`src/rtl/lf_pkg.sv`:
```
package lf_pkg;

    // fixed-point fraction used by all scaled coefficients
    localparam int FRAC_BITS = 24;

    // coefficients quantized to nearest integer at 2^FRAC_BITS
    localparam int ALPHA_Q  = 16617463;  // 0.990478 * 2^24
    localparam int K2_Q     = 60;        // 3.6e-6 * 2^24
    localparam int K1_INT   = 1591;      // pre-IIR gain

    // output gear gains expressed as left shifts
    localparam int FAST_GAIN_SH = 2;     // x4 while acquiring
    localparam int SLOW_GAIN_SH = 0;     // x1 after lock

    typedef enum logic {
        GEAR_FAST = 1'b0,
        GEAR_SLOW = 1'b1
    } gear_e;

    typedef struct packed {
        logic hit;
        logic win_end;
    } win_res_t;

    function automatic int gear_shift(gear_e g);
        return (g == GEAR_SLOW) ? SLOW_GAIN_SH : FAST_GAIN_SH;
    endfunction

    // lock tolerance: 2^(wl - tol_sh) events, about 0.1 % for tol_sh = 10
    function automatic int lock_tol(int wl, int tol_sh);
        return (wl >= tol_sh) ? (1 << (wl - tol_sh)) : 0;
    endfunction

    function automatic int max2(int a, int b);
        return (a > b) ? a : b;
    endfunction

endpackage

```
`src/rtl/lf_iir.sv`:
```
module lf_iir
    import lf_pkg::*;
#(
    parameter int EW   = 20,
    parameter int SW   = 40,
    parameter int FRAC = FRAC_BITS,
    parameter int K1   = K1_INT,
    parameter int A_Q  = ALPHA_Q
) (
    input  logic                 clk,
    input  logic                 rst,
    input  logic                 tick,
    input  logic signed [EW-1:0] err_i,
    output logic signed [SW-1:0] y_o
);

    localparam int PW = SW + FRAC + 16;
    localparam logic signed [PW-1:0] A_C    = PW'(A_Q);
    localparam logic signed [PW-1:0] ONE_C  = PW'(1) <<< FRAC;
    localparam logic signed [PW-1:0] B_C    = PW'(K1) * (ONE_C - A_C);
    localparam logic signed [PW-1:0] S_MAX  = PW'({(SW-1){1'b1}});
    localparam logic signed [PW-1:0] S_MIN  = ~S_MAX;

    logic signed [SW-1:0] s_q;
    logic signed [PW-1:0] mac;
    logic signed [PW-1:0] shf;
    logic signed [SW-1:0] s_n;

    always_comb begin
        mac = B_C * PW'(err_i) + A_C * PW'(s_q);
        shf = mac >>> FRAC;
        if (shf > S_MAX)      s_n = SW'(S_MAX);
        else if (shf < S_MIN) s_n = SW'(S_MIN);
        else                  s_n = SW'(shf);
    end

    always_ff @(posedge clk) begin
        if (rst)       s_q <= '0;
        else if (tick) s_q <= s_n;
    end

    assign y_o = s_n;

    // filter state only moves on a reference event
    a_r3_state_hold: assert property (@(posedge clk) disable iff (rst)
        !tick |=> $stable(s_q));

endmodule

```
`src/rtl/lf_pi.sv`:
```
module lf_pi
    import lf_pkg::*;
#(
    parameter int SW   = 40,
    parameter int AW   = 48,
    parameter int UW   = 50,
    parameter int FRAC = FRAC_BITS,
    parameter int K2   = K2_Q
) (
    input  logic                 clk,
    input  logic                 rst,
    input  logic                 tick,
    input  logic signed [SW-1:0] y_i,
    output logic signed [UW-1:0] u_o
);

    localparam int PRW = SW + FRAC;
    localparam logic signed [UW-1:0] ACC_MAX = UW'({(AW-1){1'b1}});
    localparam logic signed [UW-1:0] ACC_MIN = ~ACC_MAX;
    localparam logic signed [AW-1:0] ACC_MAX_A = AW'(ACC_MAX);
    localparam logic signed [AW-1:0] ACC_MIN_A = AW'(ACC_MIN);

    logic signed [AW-1:0]  acc_q;
    logic signed [AW-1:0]  acc_n;
    logic signed [UW-1:0]  sum;
    logic signed [PRW-1:0] prod;
    logic signed [UW-1:0]  prop;

    always_comb begin
        sum = UW'(acc_q) + UW'(y_i);
        if (sum > ACC_MAX)      acc_n = ACC_MAX_A;
        else if (sum < ACC_MIN) acc_n = ACC_MIN_A;
        else                    acc_n = AW'(sum);
        prod = PRW'(K2) * PRW'(y_i);
        prop = UW'(prod >>> FRAC);
        u_o  = UW'(acc_n) + prop;
    end

    always_ff @(posedge clk) begin
        if (rst)       acc_q <= '0;
        else if (tick) acc_q <= acc_n;
    end

    // the integrator clamps at its limits instead of wrapping
    a_r4_sat_high: assert property (@(posedge clk) disable iff (rst)
        (tick && acc_q == ACC_MAX_A && y_i >= 0) |=> acc_q == ACC_MAX_A);
    a_r4_sat_low: assert property (@(posedge clk) disable iff (rst)
        (tick && acc_q == ACC_MIN_A && y_i <= 0) |=> acc_q == ACC_MIN_A);

endmodule

```
`src/rtl/lf_lock.sv`:
```
module lf_lock
    import lf_pkg::*;
#(
    parameter int WL     = 12,
    parameter int TOL_SH = 10
) (
    input  logic clk,
    input  logic rst,
    input  logic tick,
    input  logic fb_tick,
    output logic locked_o
);

    localparam int CNTW = WL + 2;
    localparam int TOL  = lock_tol(WL, TOL_SH);
    localparam logic [CNTW:0] LO = (CNTW+1)'((1 << WL) - TOL);
    localparam logic [CNTW:0] HI = (CNTW+1)'((1 << WL) + TOL);

    logic [WL-1:0]   wcnt;
    logic [CNTW-1:0] fbc;
    logic [CNTW:0]   total;
    logic            locked_q;
    win_res_t        res;

    always_comb begin
        total       = {1'b0, fbc} + (CNTW+1)'(fb_tick);
        res.win_end = tick && (&wcnt);
        res.hit     = res.win_end && (total >= LO) && (total <= HI);
    end

    always_ff @(posedge clk) begin
        if (rst) begin
            wcnt     <= '0;
            fbc      <= '0;
            locked_q <= 1'b0;
        end else begin
            if (tick) wcnt <= wcnt + 1'b1;
            if (res.win_end)            fbc <= '0;
            else if (fb_tick && !(&fbc)) fbc <= fbc + 1'b1;
            if (res.hit) locked_q <= 1'b1;
        end
    end

    assign locked_o = locked_q;

    // lock is sticky until reset
    a_r8_sticky: assert property (@(posedge clk) disable iff (rst)
        locked_q |=> locked_q);
    // the lock flag changes only on a reference event
    a_r7_on_ref: assert property (@(posedge clk) disable iff (rst)
        !tick |=> $stable(locked_q));

endmodule

```
`src/rtl/pll_loop_filter.sv`:
```
module pll_loop_filter
    import lf_pkg::*;
#(
    parameter int EW        = 20,
    parameter int SW        = 40,
    parameter int ACC_W     = 48,
    parameter int CW        = 16,
    parameter int OUT_SHIFT = 24,
    parameter int WIN_LOG2  = 12,
    parameter int TOL_SH    = 10
) (
    input  logic                 clk,
    input  logic                 rst,
    input  logic                 ref_tick,
    input  logic                 fb_tick,
    input  logic signed [EW-1:0] phase_err,
    output logic signed [CW-1:0] ctrl_word,
    output logic                 locked
);

    localparam int UW = max2(ACC_W, SW) + 2;
    localparam int VW = UW + FAST_GAIN_SH + 1;
    localparam logic signed [VW-1:0] C_MAX = VW'({(CW-1){1'b1}});
    localparam logic signed [VW-1:0] C_MIN = ~C_MAX;

    logic signed [SW-1:0] y_w;
    logic signed [UW-1:0] u_w;
    logic                 lock_w;
    gear_e                gear;
    logic signed [VW-1:0] scaled;
    logic signed [CW-1:0] ctrl_n;
    logic signed [CW-1:0] ctrl_q;

    lf_iir #(.EW(EW), .SW(SW)) u_iir (
        .clk   (clk),
        .rst   (rst),
        .tick  (ref_tick),
        .err_i (phase_err),
        .y_o   (y_w)
    );

    lf_pi #(.SW(SW), .AW(ACC_W), .UW(UW)) u_pi (
        .clk  (clk),
        .rst  (rst),
        .tick (ref_tick),
        .y_i  (y_w),
        .u_o  (u_w)
    );

    lf_lock #(.WL(WIN_LOG2), .TOL_SH(TOL_SH)) u_lock (
        .clk      (clk),
        .rst      (rst),
        .tick     (ref_tick),
        .fb_tick  (fb_tick),
        .locked_o (lock_w)
    );

    // gear follows the lock flag registered before this event
    always_comb begin
        gear   = lock_w ? GEAR_SLOW : GEAR_FAST;
        scaled = (VW'(u_w) <<< gear_shift(gear)) >>> OUT_SHIFT;
        if (scaled > C_MAX)      ctrl_n = CW'(C_MAX);
        else if (scaled < C_MIN) ctrl_n = CW'(C_MIN);
        else                     ctrl_n = CW'(scaled);
    end

    always_ff @(posedge clk) begin
        if (rst)           ctrl_q <= '0;
        else if (ref_tick) ctrl_q <= ctrl_n;
    end

    assign ctrl_word = ctrl_q;
    assign locked    = lock_w;

    // output holds between reference events
    a_r2_hold: assert property (@(posedge clk) disable iff (rst)
        !ref_tick |=> $stable(ctrl_word));
    // reset leaves a cleared output
    a_r1_clear: assert property (@(posedge clk) disable iff (rst)
        $fell(rst) |-> (ctrl_word == '0 && !locked));

endmodule

```
`config.mk`:
```
export PLATFORM = sky130hd
export DESIGN_NAME = pll_loop_filter
export DESIGN_NICKNAME = d
export VERILOG_FILES = /design/src/rtl/lf_pkg.sv /design/src/rtl/lf_iir.sv /design/src/rtl/lf_pi.sv /design/src/rtl/lf_lock.sv /design/src/rtl/pll_loop_filter.sv
export SDC_FILE = /design/constraint.sdc
export NUM_CORES = 2
export LEC_CHECK = 0
export BUFFER_PORTS_ARGS = -buffer_cell sky130_fd_sc_hd__buf_4
export CORE_ASPECT_RATIO = 1.25
export CORE_MARGIN = 3
export CORE_UTILIZATION = 40
export DETAILED_ROUTE_END_ITERATION = 10
export HOLD_SLACK_MARGIN = 0.02
export PLACE_DENSITY_LB_ADDON = 0.15
export SYNTH_ARGS = -nofsm -noshare
export SYNTH_HDL_FRONTEND = slang
export SYNTH_HIERARCHICAL = 1
export SYNTH_SLANG_ARGS = --single-unit
```
`constraint.sdc`:
```
create_clock -name clk -period 20.4 [get_ports clk]
set_clock_uncertainty 0.15 [all_clocks]
set_input_delay 4.08 -clock clk [delete_from_list [all_inputs] [get_ports clk]]
set_output_delay 4.08 -clock clk [all_outputs]
set_load 0.05 [all_outputs]
```
; ---- Yosys cells after proc, flatten, opt, wreduce, memory -nomap -nowiden
; Cells that the tools add are included.
[totals]
register_bits = 131
input_bits = 24
output_inout_bits = 17
elab_cells = 40
[op_classes]
n_addsub = 6
multipliers = 3
n_lt_le_gt_ge = 8
shift = 1
n_mux = 8
reduce_logical = 8
[ops]
columns = operator, count
row1 = $mux W48, 2
row2 = $mux W40, 2
row3 = $add A49 B65 Y66, 1
row4 = $mul A25 B40 Y65 const A, 1
row5 = $gt A56 B40 Y1 const B, 1
row6 = $lt A56 B40 Y1 const B, 1
row7 = $sshl A49 B2 Y53, 1
row8 = $gt A50 B48 Y1 const B, 1
row9 = $lt A50 B48 Y1 const B, 1
row10 = $add A48 B23 Y49, 1
row11 = $add A48 B40 Y49, 1
row12 = $mul A29 B20 Y49 const A, 1
row13 = $mul A5 B40 Y45 const A, 1
row14 = $mux W16, 2
row15 = $gt A29 B16 Y1 const B, 1
row16 = $lt A29 B16 Y1 const B, 1
row17 = $add A14 B1 Y15, 1
row18 = $ge A15 B12 Y1 const B, 1
row19 = $le A15 B13 Y1 const B, 1
row20 = $add A14 B1 Y14 const B, 1
row21 = $reduce_and A14 Y1, 1
row22 = $add A12 B1 Y12 const B, 1
row23 = $reduce_and A12 Y1, 1
row24 = $logic_and A1 B1 Y1, 4
row25 = 4 further kinds, 4

; ---- Logic depth before layout (Yosys ltp)
[depth]
depth_word = 14
depth_mapped = 74
ltp_nobuf = 69

; ---- Modules after synthesis
; The synthesis kept the hierarchy.
[modules_own_cells]
columns = mod, instances, cells_each, area_per_inst_um2, seq_area_each_um2
row1 = lf_iir, 1, 3334, 33822.4, 800.8
row2 = lf_pi, 1, 1550, 12071.6, 960.9
row3 = lf_lock, 1, 197, 1662.8, 540.5
row4 = pll_loop_filter, 1, 94, 997.2, 320.3

; ---- Worst setup path before layout
; OpenSTA, ideal clock, no wires.
[synth_path]
kind = input -> register
start = input port phase_err[15]
end = register ctrl_q[8] (netlist: ctrl_word[8])
setup_ps = 132
arrival_ps = 20099
required_time_ps = 20118
setup_slack_ps = 19
cell_stages = 71
n_path_buf = 5
cell_sequence = fa_1 inv_1 fa_1 inv_1 fa_1 inv_1 fa_1 fa_1 inv_1 fa_1 fa_1 fa_1 inv_1 fa_1 inv_1 ha_1 and3_1 buf_2 [35 not listed] o21bai_1 a21o_1 a21oi_1 nor2b_1 o21ai_0 nand2b_1 a21oi_1 nor2_1 a211oi_1 o31ai_2 a211oi_2 o31ai_1 xor2_1 nor4b_1 o22ai_1 o21ai_2 buf_6 a2111oi_4
[synth_via]
elab_chain_cells = 14
elab_cells_between_ends = 18
classes_between = add/sub (3) / mul (2) / order compare (6) / shift (1) / mux (6)
[synth_lines]
columns = element, line_no
row1 = start: declaration, pll_loop_filter.sv:16  ; input logic signed [EW-1:0] phase_err,
row2 = $mul A29 B20 Y49 *, lf_iir.sv:30  ; mac = B_C * PW'(err_i) + A_C * PW'(s_q);
row3 = $add A49 B65 Y66 *, lf_iir.sv:30
row4 = $lt A56 B40 Y1, lf_iir.sv:33  ; else if (shf < S_MIN) s_n = SW'(S_MIN);
row5 = $mux W40, lf_iir.sv:33
row6 = $mux W40 *, lf_iir.sv:32  ; if (shf > S_MAX) s_n = SW'(S_MAX);
row7 = named net y_w[39], pll_loop_filter.sv:26  ; logic signed [SW-1:0] y_w;
row8 = $add A48 B40 Y49, lf_pi.sv:30  ; sum = UW'(acc_q) + UW'(y_i);
row9 = $lt A50 B48 Y1, lf_pi.sv:32  ; else if (sum < ACC_MIN) acc_n = ACC_MIN_A;
row10 = $mux W48, lf_pi.sv:32
row11 = $mux W48, lf_pi.sv:31  ; if (sum > ACC_MAX) acc_n = ACC_MAX_A;
row12 = $add A48 B23 Y49 *, lf_pi.sv:36  ; u_o = UW'(acc_n) + prop;
row13 = named net u_w[46], pll_loop_filter.sv:27  ; logic signed [UW-1:0] u_w;
row14 = $sshl A49 B2 Y53 *, pll_loop_filter.sv:61  ; scaled = (VW'(u_w) <<< gear_shift(gear)) >>> OUT_SHIFT;
row15 = $lt A29 B16 Y1, pll_loop_filter.sv:63  ; else if (scaled < C_MIN) ctrl_n = CW'(C_MIN);
row16 = $mux W16, pll_loop_filter.sv:63
row17 = $mux W16 *, pll_loop_filter.sv:62  ; if (scaled > C_MAX) ctrl_n = CW'(C_MAX);
row18 = end signal: assignment, pll_loop_filter.sv:69  ; else if (ref_tick) ctrl_q <= ctrl_n;
row19 = end: declaration, pll_loop_filter.sv:32  ; logic signed [CW-1:0] ctrl_q;
; Mark *: on every way through the listed nets, which the timed path passes. The rest lies on a longest branch.
; A chain may end at the register's enable or synchronous reset.

; ---- Worst setup path in the final report
[layout_path]
start = input port phase_err[18]
end = register ctrl_q[14] (netlist: ctrl_word[14])
; Same word-level chain as after synthesis.

==> metrics.md <==
| Metric | Value |
|---|---|
| Slowest-stage cell, CP | fa_1 |
| Area Growth Syn to Fin | 13.24% |
| Final hold vios | 0 |
| Row count | 141 |
| Syn Inst Count | 5,127 |
| Fin crit period | 19,720 ps |
| Netlist Area Pre-Place | 0.04821 mm² |
| Gr ovfl total | 0 |
| Final WL | 159.6 mm |
| Die W | 316.5 µm |
| Die area | 0.1247 mm² |
| Routed via count | 36,374 |
| Min-Delay Path Depth | 2 |
| Slew of the pin with the lowest slew margin | 857.2 ps |
| Number of global-route vias before repair | 40,158 |
| Hold Path Origin | u_pi/acc_q[42] |
| Filler cells | 11,787 |
| TritonCTS clock tree | built |
| Initial antenna violation count | 0 |
| WHS Endpoint | u_pi/acc_q[42] |
| Syn_nets | 6,824 |
| Vias per cell | 5.118 |
| Final Util | 45.91% |
| Setup violators final | 0 |
| CP startpoint kind | primary input |
| Syn Area/Cell | 9.402 µm² |
| Worst r2r src | u_iir/s_q[22] |
| Port-buffer cells | 40 |
| Largest net degree at the start of global routing | 57 |
| Pre-CTS WS | -527.6 ps |
| DRC | 0 |
| CTS buffer count | 17 |
| Slew Viols, Final | 0 |
| Final HPWL DP | 143.3 mm |
| CP max stage delay | 600 ps |
| R2R Setup Slk | 3290 ps |
| Clk_lat worst skew | 470 ps |
| Global-route wire length before repair | 244.5 mm |
| Layout net count | 7,218 |
| Share of post-route cells with drive strength above 1 | 12.94% |
| Relative max-transition margin | 42.78% |
| Post-DRT Antenna Nets | 0 |
| Hold-fix buffers at CTS | 0 |
| Die Y | 394.1 µm |
| WL/cell | 22.46 µm |
| Worst setup EP type | flop |
| Fin cells | 7,107 |
| Core Footprint | 0.1189 mm² |
| RD Place Congestion | 0.9726 |
| Clk sink count | 131 |
| Worst-path clk slew | 80 ps |
| Placed Cells | 7,065 |
| Critical Path Fanout Max | 7 |
| Reg2reg path depth | 69 |
| Status | completed |
| Hold Path Class | flop to flop |
| Crit path arrival time | 19,930 ps |
| Root Buffer | clkbuf_16 |
| Max Clock Freq | 50.72 MHz |
| CTS HTree Levels | 4 |
| Detailed Route Iter0 Violations | 1,917 |
| Critical Setup Path Class | primary input to flop |
| Longest Clk Path Bufs | 2 |
| ANT cells | 0 |
| Synth warn | 6 |
| Req. time, crit path | 20,610 ps |
| Tot GR Track Use | 26.20% |
| IO Pins | 41 |
| Critical Path Most Common Cell | fa_1 |
| DRT Pass-1 Iters | 5 |
| Max cap viols | 0 |
| Worst Slack Setup Final | 683.5 ps |
| Final period utilization | 96.65% |
| RR Endpoint | ctrl_word[14] |
| Initial core utilization | 40.54% |
## per-layer routing
metal / vias to the layer above / part of all wire [%] / GRT usage [%] / wire length, µm
li1: 16956 / - / - / -
met5: - / 0 / 0 / 0
met3: 250 / 3.4 / 2.366 / 5416
met4: 0 / 4.7 / 9.543 / 7519
met2: 764 / 53 / 48.84 / 84280
met1: 18404 / 39 / 30.96 / 62400
## flip-flops by register name (all words and copies together), names as in the netlist
name             flops
u_lock/locked_o      1
u_pi/acc_q          48
u_iir/s_q           40
u_lock/fbc          14
ctrl_word           16
u_lock/wcnt         12
## cells in the final DEF, fill, tap and decap left out, drive strengths merged, types with 10 or more instances in the layout
cell        n
dfxtp     131
buf       493
o21ai     132
and4       19
nor2      245
o21a       34
inv      1403
nor3       43
ha        691
a21oi     218
nand3      48
o21bai     34
a311oi     13
xnor2     110
a211oi     59
nor4       11
o2111ai    10
or3        13
xor2       64
nand2b     30
fa        982
mux2i      58
o31ai      15
and2       15
nor2b      22
a2111oi    23
and3       28
a31oi      24
a221oi     10
nand4      53
nand2     259
a21o       90
clkbuf     20
## worst max-delay path by stage
stage	start	to	slack, ps	depth (start not counted)
2_1_floorplan	phase_err[15]	ctrl_word[8]	20	71
3_3_place_gp	phase_err[6]	ctrl_word[3]	-470	71
3_5_place_dp	phase_err[6]	ctrl_word[3]	-530	71
4_1_cts	phase_err[6]	ctrl_word[3]	40	71
5_1_grt	phase_err[3]	ctrl_word[2]	-80	72
6_report	phase_err[18]	ctrl_word[14]	680	69
## critical path, delay by kind of cell
family,cells,cell delay [ps]
buffers and inverters,11,1590
muxes,1,250
AOI/OAI and AO/OA,27,5020
xor gates and xnor gates,3,600
adders and majority gates,15,6860
and+or+nand+nor,12,1470
## timing repair
item | 4_1_cts | 5_1_grt
resized for setup | 3 | 105
endpoints found under the setup margin | 15 | 16
pin swaps | 0 | 58
cloned | 0 | 3
setup buffers | 0 | 7
## through the flow
stage          hold slack [ps]  instance area (µm²)  TNS (ps)
2_1_floorplan            297.9                48210         0
3_3_place_gp             310.9                53340     -6484
3_5_place_dp             317.3                53340     -7442
4_1_cts                  329.0                53950         0
5_1_grt                  344.7                54590    -898.2
6_report                 324.0                54590         0
## cell type report
class                   count  area, µm²  area share [%]
flip-flops and latches    131       2624           4.806
clock buffers              17      425.4          0.7793
multi-input cells        3480      40250           73.73
inverters                1395       5241           9.601
repair buffers            496       3924           7.188
well taps                1573       1968           3.605
clock inverters            15      160.2          0.2934
Power is not shown: default switching activity piles up to over one toggle a cycle in this logic, so the estimate is an artifact.
